### config.mk
export PLATFORM = sky130hd
export DESIGN_NAME = sar_seq_top
export DESIGN_NICKNAME = d
export VERILOG_FILES = /design/src/rtl/sar_seq_pkg.sv /design/src/rtl/sar_seq_dpath.sv /design/src/rtl/sar_seq_ctrl.sv /design/src/rtl/sar_seq_top.sv
export SDC_FILE = /design/constraint.sdc
export NUM_CORES = 1
export LEC_CHECK = 0
export ABC_CLOCK_PERIOD_IN_PS = 5400
export BUFFER_PORTS_ARGS = -buffer_cell sky130_fd_sc_hd__buf_2
export CORE_UTILIZATION = 40
export CTS_BUF_LIST = sky130_fd_sc_hd__clkbuf_16
export CTS_CLUSTER_SIZE = 8
export DETAILED_ROUTE_END_ITERATION = 8
export GPL_TIMING_DRIVEN = 0
export REMOVE_ABC_BUFFERS = 1
export SYNTH_ARGS = -nofsm -noshare
export SYNTH_HDL_FRONTEND = slang
export SYNTH_SLANG_ARGS = --single-unit
### constraint.sdc
create_clock -name clk -period 5.4 [get_ports clk]
set_input_delay 0.54 -clock clk [delete_from_list [all_inputs] [get_ports clk]]
set_output_delay 0.54 -clock clk [all_outputs]
set_load 0.02 [all_outputs]
### src/rtl/sar_seq_pkg.sv
package sar_seq_pkg;
  localparam int RES_W  = 12;
  localparam int SRC_N  = 4;
  localparam int TRIG_N = 4;
  localparam int DIV_W  = 3;
  localparam int ST_W   = 2;
  localparam int SEL_W  = $clog2(SRC_N);
  localparam int TSEL_W = $clog2(TRIG_N);
  localparam int CNT_W  = $clog2(RES_W + 1);
  localparam int IDX_W  = $clog2(RES_W);
  localparam int TMR_W  = 2 + (1 << ST_W);

  typedef enum logic [1:0] {
    ST_IDLE    = 2'd0,
    ST_SAMPLE  = 2'd1,
    ST_CONVERT = 2'd2
  } seqState_t;

  typedef struct packed {
    logic             divRestart;
    logic             bitTake;
    logic [IDX_W-1:0] bitIdx;
    logic             latch;
  } seqStrobe_t;
endpackage

### src/rtl/sar_seq_dpath.sv
module sar_seq_dpath
  import sar_seq_pkg::*;
(
  input  logic              clk,
  input  logic              rstN,
  input  logic [SRC_N-1:0]  srcTick,
  input  logic [SEL_W-1:0]  clkSel,
  input  logic [DIV_W-1:0]  clkDiv,
  input  logic              cmpIn,
  input  seqStrobe_t        strobe,
  output logic              convTick,
  output logic [RES_W-1:0]  result,
  output logic              done
);
  logic             srcSel;
  logic [DIV_W-1:0] divCnt;
  logic [RES_W-1:0] work;
  logic [CNT_W-1:0] bitsSeen;

  assign srcSel   = srcTick[clkSel];
  assign convTick = srcSel && (divCnt >= clkDiv);

  always_ff @(posedge clk or negedge rstN) begin
    if (!rstN)                 divCnt <= '0;
    else if (strobe.divRestart) divCnt <= '0;
    else if (srcSel)           divCnt <= convTick ? '0 : divCnt + DIV_W'(1);
  end

  always_ff @(posedge clk or negedge rstN) begin
    if (!rstN) begin
      work   <= '0;
      result <= '0;
      done   <= 1'b0;
    end else begin
      if (strobe.bitTake) work[strobe.bitIdx] <= cmpIn;
      if (strobe.latch) result <= work;
      done <= strobe.latch;
    end
  end

  always_ff @(posedge clk or negedge rstN) begin
    if (!rstN)               bitsSeen <= '0;
    else if (strobe.latch)   bitsSeen <= '0;
    else if (strobe.bitTake) bitsSeen <= bitsSeen + CNT_W'(1);
  end

  assert_latch_after_bits_R7: assert property (@(posedge clk) disable iff (!rstN)
    strobe.latch |-> (bitsSeen == CNT_W'(RES_W)));

  assert_done_single_R6: assert property (@(posedge clk) disable iff (!rstN)
    done |=> !done);
endmodule

### src/rtl/sar_seq_ctrl.sv
module sar_seq_ctrl
  import sar_seq_pkg::*;
(
  input  logic              clk,
  input  logic              rstN,
  input  logic [TRIG_N-1:0] trigIn,
  input  logic [TSEL_W-1:0] trigSel,
  input  logic              trigInvert,
  input  logic              pulseMode,
  input  logic [ST_W-1:0]   sampTime,
  input  logic              enable,
  input  logic              powerOn,
  input  logic              convTick,
  output logic              window,
  output logic              busy,
  output seqStrobe_t        strobe
);
  seqState_t        state, stateNext;
  logic [2:0]       syncQ;
  logic             trigRaw, trigLvl, trigRise, gateOk;
  logic [TMR_W-1:0] tmr, tmrLast;
  logic [CNT_W-1:0] cnv;

  assign trigRaw  = trigIn[trigSel] ^ trigInvert;
  assign trigLvl  = syncQ[1];
  assign trigRise = syncQ[1] & ~syncQ[2];
  assign gateOk   = enable & powerOn;
  assign tmrLast  = (TMR_W'(4) << sampTime) - TMR_W'(1);

  always_ff @(posedge clk or negedge rstN) begin
    if (!rstN) syncQ <= '0;
    else       syncQ <= {syncQ[1:0], trigRaw};
  end

  always_comb begin
    stateNext = state;
    case (state)
      ST_IDLE:    if (gateOk && trigRise) stateNext = ST_SAMPLE;
      ST_SAMPLE:  if (pulseMode ? (convTick && tmr == tmrLast) : !trigLvl)
                    stateNext = ST_CONVERT;
      ST_CONVERT: if (convTick && cnv == CNT_W'(RES_W)) stateNext = ST_IDLE;
      default:    stateNext = ST_IDLE;
    endcase
  end

  always_ff @(posedge clk or negedge rstN) begin
    if (!rstN) state <= ST_IDLE;
    else       state <= stateNext;
  end

  always_ff @(posedge clk or negedge rstN) begin
    if (!rstN) begin
      tmr <= '0;
      cnv <= '0;
    end else if (strobe.divRestart) begin
      tmr <= '0;
      cnv <= '0;
    end else if (convTick) begin
      if (state == ST_SAMPLE)  tmr <= tmr + TMR_W'(1);
      if (state == ST_CONVERT) cnv <= cnv + CNT_W'(1);
    end
  end

  always_comb begin
    strobe.divRestart = (stateNext != state);
    strobe.bitTake    = (state == ST_CONVERT) && convTick && (cnv < CNT_W'(RES_W));
    strobe.bitIdx     = IDX_W'(RES_W - 1) - cnv[IDX_W-1:0];
    strobe.latch      = (state == ST_CONVERT) && convTick && (cnv == CNT_W'(RES_W));
  end

  assign window = (state == ST_SAMPLE);
  assign busy   = (state != ST_IDLE);

  assert_gate_blocks_R8: assert property (@(posedge clk) disable iff (!rstN)
    (state == ST_IDLE && !gateOk) |=> (state == ST_IDLE));

  assert_conv_no_window_R10: assert property (@(posedge clk) disable iff (!rstN)
    (state == ST_CONVERT) |=> (state != ST_SAMPLE));

  assert_timer_bound_R5: assert property (@(posedge clk) disable iff (!rstN)
    (state == ST_SAMPLE && pulseMode && $stable(sampTime)) |-> (tmr <= tmrLast));

  assert_window_enters_conv_R6: assert property (@(posedge clk) disable iff (!rstN)
    (state == ST_SAMPLE && stateNext != ST_SAMPLE) |=> (state == ST_CONVERT));
endmodule

### src/rtl/sar_seq_top.sv
module sar_seq_top
  import sar_seq_pkg::*;
(
  input  logic              clk,
  input  logic              rstN,
  input  logic [SRC_N-1:0]  srcTick,
  input  logic [SEL_W-1:0]  clkSel,
  input  logic [DIV_W-1:0]  clkDiv,
  input  logic [TRIG_N-1:0] trigIn,
  input  logic [TSEL_W-1:0] trigSel,
  input  logic              trigInvert,
  input  logic              pulseMode,
  input  logic [ST_W-1:0]   sampTime,
  input  logic              enable,
  input  logic              powerOn,
  input  logic              cmpIn,
  output logic              sampleHold,
  output logic              busy,
  output logic [RES_W-1:0]  result,
  output logic              done
);
  seqStrobe_t strobe;
  logic       convTick;

  sar_seq_ctrl uCtrl (
    .clk(clk), .rstN(rstN), .trigIn(trigIn), .trigSel(trigSel),
    .trigInvert(trigInvert), .pulseMode(pulseMode), .sampTime(sampTime),
    .enable(enable), .powerOn(powerOn), .convTick(convTick),
    .window(sampleHold), .busy(busy), .strobe(strobe)
  );

  sar_seq_dpath uDpath (
    .clk(clk), .rstN(rstN), .srcTick(srcTick), .clkSel(clkSel),
    .clkDiv(clkDiv), .cmpIn(cmpIn), .strobe(strobe), .convTick(convTick),
    .result(result), .done(done)
  );
endmodule

# After elaboration in Yosys (flattened, before gate mapping)

Index checks and enable logic that the tools add are counted.

Bits of input ports: 24
Word-level logic and storage cells: 67
Register bits: 43

Bitwise operators: 4
Shift operators: 1
Magnitude comparators: 6
Reductions and logical operators: 17
Muxes and demuxes: 21
Equality and inequality tests: 5
Add/sub/neg operators: 5

Operator list:

| cell                | count |
|---|---|
| $mux 6              | 3 |
| $bwmux 12           | 1 |
| $mux 4              | 3 |
| $reduce_bool 2->1   | 5 |
| $mux 3              | 3 |
| $logic_and 1x1->1   | 8 |
| $add 6x1->6 const B | 1 |
| $eq 6x6->1          | 1 |
| $lt 2x3->1 const B  | 2 |
| $mux 2              | 3 |
| $pmux 2 s3          | 1 |
| $shl 3x2->6 const A | 1 |
| $sub 6x2->6 const B | 1 |
| $lt 4x5->1 const B  | 1 |
| $add 4x1->4 const B | 1 |
| $bmux 1 s2          | 2 |
| $demux 1 s4         | 1 |
| $eq 4x4->1 const B  | 1 |
| $ge 4x1->1 const B  | 1 |
| $lt 4x4->1 const B  | 1 |
| $mux 1              | 4 |
| $reduce_and 2->1    | 2 |
| $sub 4x4->4 const A | 1 |
| $add 3x1->3 const B | 1 |
| 9 further kinds     | 10 |

# Longest topological paths before layout

Word-level depth: 10
Depth in mapped cells: 8

# Cells and area by module

A second synthesis with hierarchy kept.

Cells, all modules: 183
Area total of the unflattened synthesis: 2192.1 um^2

By module, submodules not included:

| module        | cells each | instances | area an instance (um^2) |
|---|---|---|---|
| sar_seq_dpath | 98         | 1         | 1282.5 |
| sar_seq_ctrl  | 85         | 1         | 909.6 |

# Worst setup path after synthesis

Ideal clock, no wire load.

Path type: in2reg
Start: input port clkDiv[2]
End: register uCtrl.tmr[3]
Library setup time: 0.133 ns
Stages on the path: 8
Setup slack: 3.229 ns
Arrival: 2.038 ns
Path through: inv_1 ha_1 nand2_1 o21ai_1 nand2_1 o311ai_2 buf_4 a21oi_1

Longest elaborated chain between the ends: 9
Elaborated cells on any way between the ends: 13
Classes of those cells: 1 x order compare; 1 x eq/ne; 5 x mux; 6 x reduce/logical

RTL lines:

| what                        | RTL line            | text |
|---|---|---|
| start, declared             | sar_seq_top.sv:8    | `input logic [DIV_W-1:0] clkDiv,` |
| $ge 3x3->1 (*)              | sar_seq_dpath.sv:21 | `assign convTick = srcSel && (divCnt >= clkDiv);` |
| $logic_and 1x1->1 (*)       | sar_seq_dpath.sv:21 |  |
| $logic_and 1x1->1           | sar_seq_ctrl.sv:39  | `ST_SAMPLE: if (pulseMode ? (convTick && tmr == tmrLast) : !trigLvl)` |
| $mux 1                      | sar_seq_ctrl.sv:39  |  |
| $mux 2                      | sar_seq_ctrl.sv:39  |  |
| $pmux 2 s3                  | sar_seq_ctrl.sv:37  | `case (state)` |
| $ne 2x2->1                  | sar_seq_ctrl.sv:65  | `strobe.divRestart = (stateNext != state);` |
| $reduce_bool 2->1 (no line) | --                  |  |
| $reduce_and 2->1 (no line)  | --                  |  |
| end signal, assigned        | sar_seq_ctrl.sv:59  | `if (state == ST_SAMPLE) tmr <= tmr + TMR_W'(1);` |
| end, declared               | sar_seq_ctrl.sv:21  | `logic [TMR_W-1:0] tmr, tmrLast;` |

Every way passes the cells marked *; elsewhere a longest branch is shown, timed or not.
A chain may end at the register's enable or synchronous reset.

# Worst setup path after layout

Start: register uDpath.divCnt[0]
End: register uCtrl.tmr[1]

Longest elaborated chain between the ends: 9
Elaborated cells on any way between the ends: 13
Classes of those cells: 1 x order compare; 1 x eq/ne; 5 x mux; 6 x reduce/logical

RTL lines:

| what                        | RTL line            | text |
|---|---|---|
| start, declared             | sar_seq_dpath.sv:16 | `logic [DIV_W-1:0] divCnt;` |
| start signal, assigned      | sar_seq_dpath.sv:26 | `else if (srcSel) divCnt <= convTick ? '0 : divCnt + DIV_W'(1);` |
| $ge 3x3->1 (*)              | sar_seq_dpath.sv:21 |  |
| $logic_and 1x1->1 (*)       | sar_seq_dpath.sv:21 |  |
| $logic_and 1x1->1           | sar_seq_ctrl.sv:39  |  |
| $mux 1                      | sar_seq_ctrl.sv:39  |  |
| $mux 2                      | sar_seq_ctrl.sv:39  |  |
| $pmux 2 s3                  | sar_seq_ctrl.sv:37  |  |
| $ne 2x2->1                  | sar_seq_ctrl.sv:65  |  |
| $reduce_bool 2->1 (no line) | --                  |  |
| $reduce_and 2->1 (no line)  | --                  |  |

Marks and branches as above.

==> results.tsv <==
metric	value	unit
synth-to-layout area growth	17.3	%
FF+latch count, synth	43	
Synth warnings	0	
setup repair bufs after CTS	0	
Synth cell types	41	
Startpoint Class	flip-flop	
DIE AREA	0.00574	mm^2
Final Skew	3.62	ps
CTS Root Cell	clkbuf_16	
port bufs	38	
Top-Level Pins	39	
Die X	75.8	um
Synth area leader	dfrtp_1	
Core Rows	26	
DRC viols	0	
Via Count	1467	
Fmax	0.376	GHz
Reg2Reg Depth	7	
LEAKAGE	0.00129	uW
gr ovfl total	0	
fin crit share	0.493	
Routed WL per cell	13.3	um
Worst Setup SP	uDpath.divCnt[0]	
final hold slack	365	ps
CTS buffer count	5	
Global Route Usage Sum	0.156	
number of global-route vias before repair	1475	
core area	0.00517	mm^2
DP Area	0.00241	mm^2
worst slew pin tran	980	ps
Reg2Reg Launch Point	uDpath.divCnt[0]	
pwr dens	361	mW/mm^2
antenna violations before repair	0	
Clock Sinks	43	
max-slew violations	0	
Arrival @ worst endpoint	2780	ps
worst setup path end	uCtrl.tmr[1]	
CP max FO	13	
Async S/R FF share, synth	1.00	
top post-synthesis cells by count	dfrtp_1, a21oi_1, nand3_1	
Synth Flop Type	dfrtp_1	
final WL	3.87	mm
CP Data Required Time	5520	ps
vias per cell	5.06	
antenna viol nets, final	0	
Yosys top cell area share	0.494	
Setup-failing EPs final	0	
CTS max path bufs	2	
FF+latch area	0.00108	mm^2
# nets final	252	
PostCTS Resize Cnt	0	
diodes inserted	0	
Setup TNS	0	ps
reg2reg end	uCtrl.tmr[1]	
hpwl dp	2.71	mm
Final Instance Area	0.00255	mm^2
hold buffer count at CTS	0	
Die Span Y	75.8	um
post-layout minimum cycle time	2660	ps
mapped cell area	0.00218	mm^2
Clock Pin Slew Worst Setup and Hold Paths	60	ps
largest cells by area after synthesis	dfrtp_1, mux2_4, ha_1, mux2_1, a21oi_1	
Rel. slew slack	0.346	
Crit. End Element	flip-flop	
H-tree levels	2	
Final Hold Fails	0	
status	finished clean	
Max Cap Violations	0	
register area share after synthesis	0.494	
first-pass GRT wire length	6.57	mm
Iteration-0 DRC Markers	88	
worst setup path category	flip-flop to flip-flop	
Post-synth EDFFs	0	
Initial Utilization	0.421	
largest net degree at the start of global routing	44	
Max IR drop VDD	0.163	mV
RSZ-0062 raised after global routing	false	
fillers	484	
drt first pass iters	3	
layout cell share with drive strength beyond 1	0.318	
Multi-input gate area	0.00102	mm^2
GPL Wtd Cong	0.713	
clock latency on the worst-skew pair	280	ps
syn_area_per_cell	12.1	um^2
Cells after Synth	180	
most common cell in the netlist	dfrtp_1	
CTS tree	yes	
register-to-register setup slack	2740	ps
hold crit path type	flip-flop to flip-flop	
[how the worst min path moves through the flow]
stage	start	cells after the start	end
final	uCtrl.syncQ[0]	0	uCtrl.syncQ[1]
after global routing	uCtrl.syncQ[0]	0	uCtrl.syncQ[1]
after CTS	uCtrl.syncQ[0]	0	uCtrl.syncQ[1]
after detailed placement	uCtrl.syncQ[0]	0	uCtrl.syncQ[1]
after global placement	uCtrl.syncQ[0]	0	uCtrl.syncQ[1]
after floorplan	rstN	0	uCtrl.cnv[0]
[cell type report]
class / instances / area share
Inverter: 10 / 0.0157
Multi-Input combinational cell: 121 / 0.399
Timing Repair Buffer: 38 / 0.0745
Clock inverter: 3 / 0.00637
Tap cell: 70 / 0.0343
Clock buffer: 5 / 0.0490
Sequential cell: 43 / 0.421
[sequential cells by signal (all words and copies together) (netlist names)]
name           cells
uCtrl.tmr          6
uDpath.result     12
uDpath.work       12
uCtrl.cnv          4
uCtrl.state        2
uDpath.done        1
uDpath.divCnt      3
uCtrl.syncQ        3
[stage by stage]
step | instances | setup slack, ps | util | total power (uW)
6_report | 290 | 2740 | 0.494 | 923
5_1_grt | 290 | 2440 | 0.494 | 985
4_1_cts | 290 | 2700 | 0.494 | 935
3_5_place_dp | 282 | 2490 | 0.466 | 644
3_3_place_gp | 282 | 2490 | 0.466 | 638
2_1_floorplan | 174 | 3090 | - | 576
[worst max-delay path, stage by stage (launching register included)]
cell and delay [ps]:
dfrtp_1 400, inv_1 60, ha_1 260, nor2b_1 50, o21ai_1 430, nand2_1 250, o311ai_2 890, a21oi_1 170
[cell families (layout without fill, tap and decap cells)]
logic type               Yosys count  in the layout  share of synthesized area
flip-flops                        43             43                      0.494
buffers and inverters             16             56                     0.0379
AND/OR/NAND/NOR                   48             48                      0.133
AO/OA/AOI/OAI                     27             27                     0.0776
XOR/XNOR                           9              9                     0.0362
adder cells (fa/ha/maj)            9              9                     0.0517
multiplexers                      28             28                      0.170
[cells in the final DEF, fill, tap and decap left out, types with 5 or more instances in the layout]
master,instances
xor2_1,6
mux2_4,9
ha_1,9
buf_2,38
clkbuf_16,5
inv_1,10
mux2_2,7
nand2_1,9
nor2b_1,6
nand3_1,13
nand4_1,5
dfrtp_1,43
mux2_1,8
a21oi_1,16
[layer usage]
layer  up-vias  part of all wire  global-route usage
met4         0             0.011              0.0679
met5         -                 0                   0
met1       708              0.46               0.174
met2        35              0.50               0.279
li1        720                 -                   -
met3         4             0.035              0.0397
[report_power, final]
group	total [uW]	switching [uW]	internal, uW
logic	221	136	84.5
clock network	286	118	169
registers	416	42.2	374
No activity file was read; power rests on OpenSTA's default activity.
